===== config.mk =====
export PLATFORM = sky130hd
export DESIGN_NAME = fp_nan_quiet
export DESIGN_NICKNAME = d
export VERILOG_FILES = /design/src/rtl/fp_nan_pkg.sv /design/src/rtl/fp_nan_classify.sv /design/src/rtl/fp_nan_quieter.sv /design/src/rtl/fp_nan_outstage.sv /design/src/rtl/fp_nan_quiet.sv
export SDC_FILE = /design/constraint.sdc
export NUM_CORES = 1
export LEC_CHECK = 0
export ABC_AREA = 1
export BUFFER_PORTS_ARGS = -buffer_cell sky130_fd_sc_hd__buf_4
export CAP_MARGIN = 20
export CORE_MARGIN = 4
export CORE_UTILIZATION = 36
export CTS_BUF_LIST = sky130_fd_sc_hd__clkbuf_16
export DETAILED_ROUTE_END_ITERATION = 10
export PLACE_DENSITY = 0.77
export SLEW_MARGIN = 20
export SYNTH_ARGS = -nofsm -noshare
export SYNTH_HDL_FRONTEND = slang
export SYNTH_SLANG_ARGS = --single-unit
export TNS_END_PERCENT = 50

===== constraint.sdc =====
create_clock -name clk_i -period 0.8 [get_ports clk_i]
set_clock_uncertainty 0.1 [all_clocks]
set_input_delay 0.08 -clock clk_i [delete_from_list [all_inputs] [get_ports clk_i]]
set_output_delay 0.08 -clock clk_i [all_outputs]
set_load 0.01 [all_outputs]

===== src/rtl/fp_nan_pkg.sv =====
package fp_nan_pkg;

  typedef enum logic {
    NAN_LEGACY = 1'b0,
    NAN_2008   = 1'b1
  } nan_mode_e;

  typedef struct packed {
    logic is_nan;
    logic is_snan;
    logic frac_hi;
  } nan_class_t;

endpackage


===== src/rtl/fp_nan_classify.sv =====
module fp_nan_classify #(
  parameter int unsigned EXP_W  = 8,
  parameter int unsigned FRAC_W = 23,
  localparam int unsigned OP_W  = 1 + EXP_W + FRAC_W
) (
  input  logic                    [OP_W-1:0] op_i,
  input  fp_nan_pkg::nan_mode_e              mode_i,
  output fp_nan_pkg::nan_class_t             cls_o
);
  localparam int unsigned QBIT = FRAC_W - 1;

  logic [EXP_W-1:0]  exp_f;
  logic [FRAC_W-1:0] frac_f;
  logic              exp_max;
  logic              frac_nz;

  assign exp_f   = op_i[OP_W-2 -: EXP_W];
  assign frac_f  = op_i[FRAC_W-1:0];
  assign exp_max = &exp_f;
  assign frac_nz = |frac_f;

  always_comb begin
    cls_o.is_nan  = exp_max & frac_nz;
    cls_o.frac_hi = frac_f[QBIT];
    // quiet bit meaning flips with mode
    cls_o.is_snan = cls_o.is_nan & (frac_f[QBIT] ^ (mode_i == fp_nan_pkg::NAN_2008));
  end
endmodule


===== src/rtl/fp_nan_quieter.sv =====
module fp_nan_quieter #(
  parameter int unsigned EXP_W  = 8,
  parameter int unsigned FRAC_W = 23,
  localparam int unsigned OP_W  = 1 + EXP_W + FRAC_W
) (
  input  logic                  [OP_W-1:0] op_i,
  input  fp_nan_pkg::nan_mode_e            mode_i,
  input  logic                             snan_i,
  output logic                  [OP_W-1:0] res_o
);
  localparam int unsigned QBIT = FRAC_W - 1;
  localparam int unsigned RBIT = FRAC_W - 2;

  logic [FRAC_W-1:0] frac_in;
  logic [FRAC_W-1:0] frac_set;
  logic [FRAC_W-1:0] frac_clr;
  logic [FRAC_W-1:0] frac_leg;
  logic [FRAC_W-1:0] frac_out;

  assign frac_in = op_i[FRAC_W-1:0];

  always_comb begin
    frac_set       = frac_in;
    frac_set[QBIT] = 1'b1;
    frac_clr       = frac_in;
    frac_clr[QBIT] = 1'b0;
    frac_leg       = frac_clr;
    // keep a NaN from turning into infinity
    if (frac_clr == '0) frac_leg[RBIT] = 1'b1;
  end

  always_comb begin
    if (!snan_i)                              frac_out = frac_in;
    else if (mode_i == fp_nan_pkg::NAN_2008)  frac_out = frac_set;
    else                                      frac_out = frac_leg;
  end

  assign res_o = {op_i[OP_W-1:FRAC_W], frac_out};
endmodule


===== src/rtl/fp_nan_outstage.sv =====
module fp_nan_outstage #(
  parameter int unsigned WIDTH   = 35,
  parameter bit          REG_OUT = 1'b1
) (
  input  logic             clk_i,
  input  logic             rst_ni,
  input  logic [WIDTH-1:0] d_i,
  output logic [WIDTH-1:0] q_o
);
  if (REG_OUT) begin : g_reg
    logic [WIDTH-1:0] q_r;
    always_ff @(posedge clk_i or negedge rst_ni) begin
      if (!rst_ni) q_r <= '0;
      else         q_r <= d_i;
    end
    assign q_o = q_r;
  end else begin : g_comb
    assign q_o = rst_ni ? d_i : '0;
  end
endmodule


===== src/rtl/fp_nan_quiet.sv =====
module fp_nan_quiet #(
  parameter int unsigned EXP_W   = 8,
  parameter int unsigned FRAC_W  = 23,
  parameter bit          REG_OUT = 1'b1,
  localparam int unsigned OP_W   = 1 + EXP_W + FRAC_W
) (
  input  logic            clk_i,
  input  logic            rst_ni,
  input  logic [OP_W-1:0] op_i,
  input  logic            mode2008_i,
  output logic            is_nan_o,
  output logic            is_snan_o,
  output logic [OP_W-1:0] res_o,
  output logic            invalid_o
);
  localparam int unsigned STG_W = OP_W + 3;

  fp_nan_pkg::nan_mode_e  mode;
  fp_nan_pkg::nan_class_t cls;
  logic [OP_W-1:0]        res_c;
  logic [STG_W-1:0]       stg_d;
  logic [STG_W-1:0]       stg_q;

  assign mode = mode2008_i ? fp_nan_pkg::NAN_2008 : fp_nan_pkg::NAN_LEGACY;

  fp_nan_classify #(.EXP_W(EXP_W), .FRAC_W(FRAC_W)) u_cls (
    .op_i   (op_i),
    .mode_i (mode),
    .cls_o  (cls)
  );

  fp_nan_quieter #(.EXP_W(EXP_W), .FRAC_W(FRAC_W)) u_qt (
    .op_i   (op_i),
    .mode_i (mode),
    .snan_i (cls.is_snan),
    .res_o  (res_c)
  );

  assign stg_d = {cls.is_nan, cls.is_snan, cls.is_snan, res_c};

  fp_nan_outstage #(.WIDTH(STG_W), .REG_OUT(REG_OUT)) u_out (
    .clk_i  (clk_i),
    .rst_ni (rst_ni),
    .d_i    (stg_d),
    .q_o    (stg_q)
  );

  assign is_nan_o  = stg_q[STG_W-1];
  assign is_snan_o = stg_q[STG_W-2];
  assign invalid_o = stg_q[STG_W-3];
  assign res_o     = stg_q[OP_W-1:0];
endmodule


Word-level counts from Yosys, hierarchy flattened
Index checks and enable logic that the tools add are counted.
{"block": "classes", "mux": 4, "n_bitwise": 3, "reduce_logical": 3}
{"op": "$mux 23", "n": 2}
{"op": "$reduce_or 23->1", "n": 1}
{"op": "$logic_not 22->1", "n": 1}
{"op": "$reduce_and 8->1", "n": 1}
{"op": "$and 1x1->1", "n": 2}
{"op": "$mux 1", "n": 2}
{"op": "$xor 1x1->1", "n": 1}
{"block": "totals", "ff_bits": 35, "input_bits": 35, "out_inout_bits": 35, "word_cells": 11}

Longest topological paths before layout
Gate-level depths: netlist (run 1).
{"block": "logic_depth", "depth_word": 4, "ltp_mapped": 6, "ltp_nobuf": 6}

By module
A second synthesis (run 1) with hierarchy kept.
{"block": "hier_totals", "cells_unflattened": 122, "hier_area_um2": 1336.3}
{"module": "fp_nan_outstage", "instances": 1, "cells_per_inst": 35, "area_each_um2": 875.8, "seq_area_each_um2": 875.8}
{"module": "fp_nan_quieter", "instances": 1, "cells_per_inst": 57, "area_each_um2": 330.3, "seq_area_each_um2": 0.0}
{"module": "fp_nan_classify", "instances": 1, "cells_per_inst": 30, "area_each_um2": 130.1, "seq_area_each_um2": 0.0}

Least setup slack after synthesis (run 1)
No wires, ideal clock.
{"block": "synth_timing", "kind": "input-to-reg", "startpoint": "input op_i[3]", "endpoint": "register u_out.g_reg.q_r[32] (netlist: u_out.q_o[32])", "setup_time_ps": 120, "t_arrival_ps": 529, "required_time_ps": 580, "setup_slack_ps": 51, "stages": 6, "n_path_buf": 0, "cell_sequence": "nor2_1 nand2_1 nor2_1 nand3_1 nand2_1 nor2_1"}
{"element": "from (decl)", "line_no": "fp_nan_quiet.sv:9", "rtl": "input logic [OP_W-1:0] op_i,"}
{"element": "to (signal assigned)", "line_no": "fp_nan_outstage.sv:14", "rtl": "else q_r <= d_i;"}
{"element": "to (decl)", "line_no": "fp_nan_outstage.sv:11", "rtl": "logic [WIDTH-1:0] q_r;"}

Worst setup path after layout (run 1)
{"block": "layout_timing", "startpoint": "register u_out.g_reg.q_r[1] (netlist: u_out.q_o[1])", "endpoint": "output res_o[1]"}
{"element": "to (decl)", "line_no": "fp_nan_quiet.sv:13", "rtl": "output logic [OP_W-1:0] res_o,"}
No word-level cell between the ends.

==> results.cfg, run 1 <==
[status]
outcome = complete, but fails checks
violations_in_the_final_reports = negative hold slack, negative setup slack

[clocking]
cts_buffers = 5
tritoncts = yes
clk_root_buffer_cell = sky130_fd_sc_hd__clkbuf_16
h-tree-depth = 2
maximum_count_of_clock_buffers_along_a_single_path = 2
cts_sinks = 34
post_cts.repair.setup_buffers = 0
cts.hold.buffers_added = 24
cts.reportedPaths.clkPinSlew_ns = 0.05

[pwr]
largest_vdd_supply_drop_mv = 1.270
leakage_power_nw = 1.112
power-per-cell-area_nw_per_um2 = 1905

[min_path]
hold_path.startpoint = op_i[19]
whs_path_depth = 2
timing.hold.worst.class = in2reg

[die]
num_io_pins = 70
core_region_area_um2 = 2829
die_w_um = 62.99
dieHeight_um = 62.99
start_util_pct = 38.48
fp.dieArea_um2 = 3968
num_rows = 19

[timing]
final_slew_violations = 0
tightest_slew_ns = 0.3052
setup_violations = 35
finalSetupTns_ns = -5.168
final_worst_setup_slack_ns = -0.1834
min_period_over_period_pct = 122.9
achievable-frequency_mhz = 1017
slew_headroom_pct = 79.65
final.min_clock_period_ns = 0.9834
rsz_0062_raised_after_global_routing = true
hold_fails_final_rpt = 8
holdWs_ns = -0.07622

[cells_and_area]
diodes = 0
max_reg_flops = 34
area_growth_pct = 104.9
stdcell_area_um2 = 2231
post_route_cells_drive_above_1_share_pct = 45.50
nets = 235
instances_no_fill = 231

[logic_synthesis]
ys_seq_area_share_pct = 78.16
ys.warnings.count = 0
synthCells = 91
synth.distinct_cells = 11
seq_cells_post_synth = 34
syn-num-nets = 126
syn_area_per_cell_um2 = 11.96
syn_area_um2 = 1089

[drt]
drt-vias-per-instance = 4.810
highest-signal-layer = met4
detail-route-antenna-nets = 0
wl_per_cell_um = 17.30
routed-via-count = 1111
drt-initial-drc-count = 47
drt_pass1_iterations = 4
routed-wl-met3_um = 315
detailroute.wirelength.met2_um = 2051
drt-total-wl_um = 3996
drt-met1-wl_um = 1545
remaining_drc_errors = 0

[place]
dp_hpwl_um = 2207
placed_cells_incl_taps = 200
numPortBuffers = 69
routabilityCongestion = 0.7502
place_ws_ns = -0.2139
detailed_place.area_um2 = 1713

[setup_path]
critPathKind = reg2out
cp_max_fanout = 1
critical_path_depth = 1
start_kind = flip-flop
cp.buffers_inverters = 1
critPathLaunch = u_out.q_o[1]
highest_cell_delay_on_the_worst_timing_path_ns = 0.40
timing.critical_path.required_ns = 0.62
critPathSlowestCell = sky130_fd_sc_hd__dfrtp_1
cp.arrival_ns = 0.80
path_delay_family = flip-flops
timing.critical_path.to_type = output pin
worstPathCellList = buf_6

[grt]
grt_antenna_before_repair = 0
grt_pass1_wl_um = 6534
grtUsageTotal_pct = 22.02
grt_pass1_vias = 1223
globalRoute.totalOverflow = 0
pin_count_of_the_biggest_net_entering_global_routing = 35

[job]
cap_viol_max_count = 0
what timing repair did:
item | 4_1_cts | 5_1_grt
setup endpoints to repair | 35 | 73
endpoints found under the hold margin | 65 | 8
gates resized for setup | 33 | 6
per-stage QoR:
| stage | util (%) | total power, W |
|---|---|---|
| 3_3_place_gp | 60.55 | 0.002310 |
| 2_1_floorplan | - | 0.001949 |
| 4_1_cts | 78.20 | 0.004229 |
| 6_report | 78.86 | 0.004250 |
| 3_5_place_dp | 60.55 | 0.002321 |
| 5_1_grt | 78.86 | 0.004409 |
metal layers:
layer | global-route usage, % | vias to the layer above
met3 | 8.993 | 11
met5 | 0 | -
li1 | - | 492
met4 | 6.336 | 0
met1 | 24.04 | 551
met2 | 38.87 | 57
layout by cell type, fill, tap and decap left out:
cell / instances
sky130_fd_sc_hd__buf_4: 43
sky130_fd_sc_hd__buf_6: 36
sky130_fd_sc_hd__dfrtp_1: 34
sky130_fd_sc_hd__nor2_1: 24
sky130_fd_sc_hd__dlygate4sd3_1: 23
sky130_fd_sc_hd__nand2_1: 17
sky130_fd_sc_hd__clkbuf_16: 5
sky130_fd_sc_hd__nor2_2: 4
sky130_fd_sc_hd__nand3_1: 4
sky130_fd_sc_hd__inv_1: 3
sky130_fd_sc_hd__clkinv_2: 2
sky130_fd_sc_hd__inv_2: 1
sky130_fd_sc_hd__xnor2_1: 1
sky130_fd_sc_hd__nand4_1: 1
sky130_fd_sc_hd__or2_1: 1
sky130_fd_sc_hd__dlymetal6s4s_1: 1
cells by family (layout without fill, tap and decap cells):
group	count (synthesis)	in the layout	share of synthesized area (%)
xor gates and xnor gates	1	1	0.8047
DFF	34	34	78.16
buffers and inverters	5	114	2.069
and+or+nand+nor	51	51	18.97
path summary, 6_finish.rpt:
path | to
hold / removal | u_out.q_o[19]
min in group asynchronous | u_out.q_o[26]
max in group asynchronous | u_out.q_o[2]
setup / recovery | res_o[1]
report_power, final:
group / switching, W / internal [W] / total [W] / leakage (nW)
Combinational: 0.000239 / 0.000390 / 0.000629 / 0.642
Clock: 0.000650 / 0.00112 / 0.00177 / 0.0694
Sequential: 0.0000448 / 0.00180 / 0.00185 / 0.401
Total: 0.000934 / 0.00332 / 0.00425 / 1.11
Yosys cell counts, drive strengths merged:
| cell type | count | area, µm² |
|---|---|---|
| buf | 1 | 7.510 |
| dfrtp | 34 | 850.8 |
| inv | 4 | 15.01 |
| nand2 | 17 | 63.81 |
| nand3 | 4 | 20.02 |
| nand4 | 1 | 6.260 |
| nor2 | 28 | 110.1 |
| or2 | 1 | 6.260 |
| xnor2 | 1 | 8.760 |
area by class of cell:
type | count | area (µm²)
Tap cell | 31 | 38.79
Inverter | 4 | 15.01
Fill cell | 137 | 598.1
Clock buffer | 5 | 125.1
Multi-Input combinational cell | 52 | 220.2
Timing Repair Buffer | 103 | 970.9
Sequential cell | 34 | 850.8
Clock inverter | 2 | 10.01
Note: power is estimated with default switching activity, not from simulation.
==> run 2, diff against run 1 <==
CAP_MARGIN = 25   (was 20)
CORE_MARGIN = 10   (was 4)
CORE_UTILIZATION = 38   (was 36)
PLACE_DENSITY = 0.76   (was 0.77)
SYNTH_HIERARCHICAL = 1   (was default)
==> results.cfg, run 2 <==
[grt]
grt_antenna_before_repair = 0
grt_pass1_wl_um = 5464
grt_pass1_vias = 1167
globalRoute.totalOverflow = 0
pin_count_of_the_biggest_net_entering_global_routing = 36
grtUsageTotal_pct = 11.12

[status]
outcome = complete, but fails checks
violations_in_the_final_reports = negative hold slack, negative setup slack

[logic_synthesis]
syn_area_um2 = 1329
syn_area_per_cell_um2 = 10.98
syn-num-nets = 156
synthCells = 121
ys.warnings.count = 6

[cells_and_area]
layout_common_cells = sky130_fd_sc_hd__buf_6 (53), sky130_fd_sc_hd__dfrtp_1 (35), sky130_fd_sc_hd__dlygate4sd3_1 (27)
post_route_cells_drive_above_1_share_pct = 50.49
stdcell_area_um2 = 2447
final_core_util_pct = 72.77
area_growth_pct = 84.18
final_common_cell = sky130_fd_sc_hd__buf_6
max_reg_flops = 35
nets = 239
diodes = 0

[die]
fp.dieArea_um2 = 6262
num_rows = 21
core_region_area_um2 = 3363
num_io_pins = 70
start_util_pct = 39.51
die_w_um = 79.14
dieHeight_um = 79.14

[timing]
setup_violations = 37
final_worst_setup_slack_ns = -0.1672
holdWs_ns = -0.05787
slew_headroom_pct = 71.45
final_slew_violations = 0
min_period_over_period_pct = 120.9
hold_fails_final_rpt = 5
tightest_slew_ns = 0.4282
final.min_clock_period_ns = 0.9672
rsz_0062_raised_after_global_routing = true
achievable-frequency_mhz = 1034

[setup_path]
worstPathCellList = buf_6
highest_cell_delay_on_the_worst_timing_path_ns = 0.38
critPathSlowestCell = sky130_fd_sc_hd__dfrtp_1
cp.buffers_inverters = 1
cp_max_fanout = 1
start_kind = flip-flop
timing.critical_path.required_ns = 0.62
path_delay_family = flip-flops
critPathKind = reg2out
timing.critical_path.to_type = output pin
cp.arrival_ns = 0.79

[pwr]
power-per-cell-area_nw_per_um2 = 1778
leakage_power_nw = 1.156
largest_vdd_supply_drop_mv = 1.258

[place]
detailed_place.area_um2 = 1749
dp_hpwl_um = 2485
routabilityCongestion = 0.6991
numPortBuffers = 69

[clocking]
cts_buffers = 5
tritoncts = yes
cts_sinks = 35
cts.reportedPaths.clkPinSlew_ns = 0.05
post_cts.repair.setup_buffers = 0
h-tree-depth = 2
clk_root_buffer_cell = sky130_fd_sc_hd__clkbuf_16
maximum_count_of_clock_buffers_along_a_single_path = 2

[drt]
drt-initial-drc-count = 20
detail-route-antenna-nets = 0
drt_pass1_iterations = 4
remaining_drc_errors = 0
wl_per_cell_um = 16.08
routed-via-count = 1085
drt-vias-per-instance = 4.340
drt-total-wl_um = 4019

[min_path]
timing.hold.worst.class = in2reg

[job]
cap_viol_max_count = 0
run 2: worst paths after layout:
check,startpoint,endpoint,slack [ns],depth (start not counted)
min in group asynchronous,rst_ni,u_out/q_o[11],0.20,2
min,op_i[20],u_out/q_o[20],-0.06,2
max in group asynchronous,rst_ni,u_out/q_o[34],0.10,2
max,u_out/q_o[3],res_o[3],-0.17,1
run 2: area by class of cell:
type / count / area (µm²)
repair buffers: 106 / 1075
fillers: 227 / 915.9
flip-flops and latches: 35 / 875.8
multi-input cells: 51 / 286.5
clock buffers: 5 / 125.1
well taps: 46 / 57.56
inverters: 5 / 18.77
clock inverters: 2 / 8.758
run 2: repair_timing:
| action | 4_1_cts | 5_1_grt |
|---|---|---|
| gates resized for setup | 35 | 44 |
| hold buffers | 26 | 2 |
| endpoints found under the hold margin | 67 | 7 |
| endpoints found under the setup margin | 37 | 40 |
| pin swaps | 0 | 18 |
run 2: per-stage QoR:
step	worst slack [ns]	TNS [ns]	power, W	instances
floorplan	-0.1872	-0.2411	0.002099	121
global placement	-0.3936	-1.404	0.002355	215
detailed placement	-0.4015	-1.388	0.002371	215
CTS	-0.1630	-5.457	0.004295	248
global route	-0.2464	-6.214	0.004532	250
finish	-0.1672	-5.173	0.004351	250
run 2: power by group:
group	switching [W]	internal [W]	leakage, nW	total [W]
Combinational	0.000263	0.000442	0.674	0.000705
Sequential	0.0000394	0.00186	0.415	0.00190
Clock	0.000635	0.00112	0.0671	0.00175
run 2: routing by layer:
layer | part of all wire [%] | up-vias | global-route usage (%) | wire [µm]
met2 | 58 | 48 | 20.23 | 2319
met4 | 1.1 | 0 | 2.151 | 43
li1 | - | 502 | - | -
met5 | 0 | - | 0 | 0
met3 | 9.1 | 4 | 8.108 | 367
met1 | 32 | 531 | 9.671 | 1288
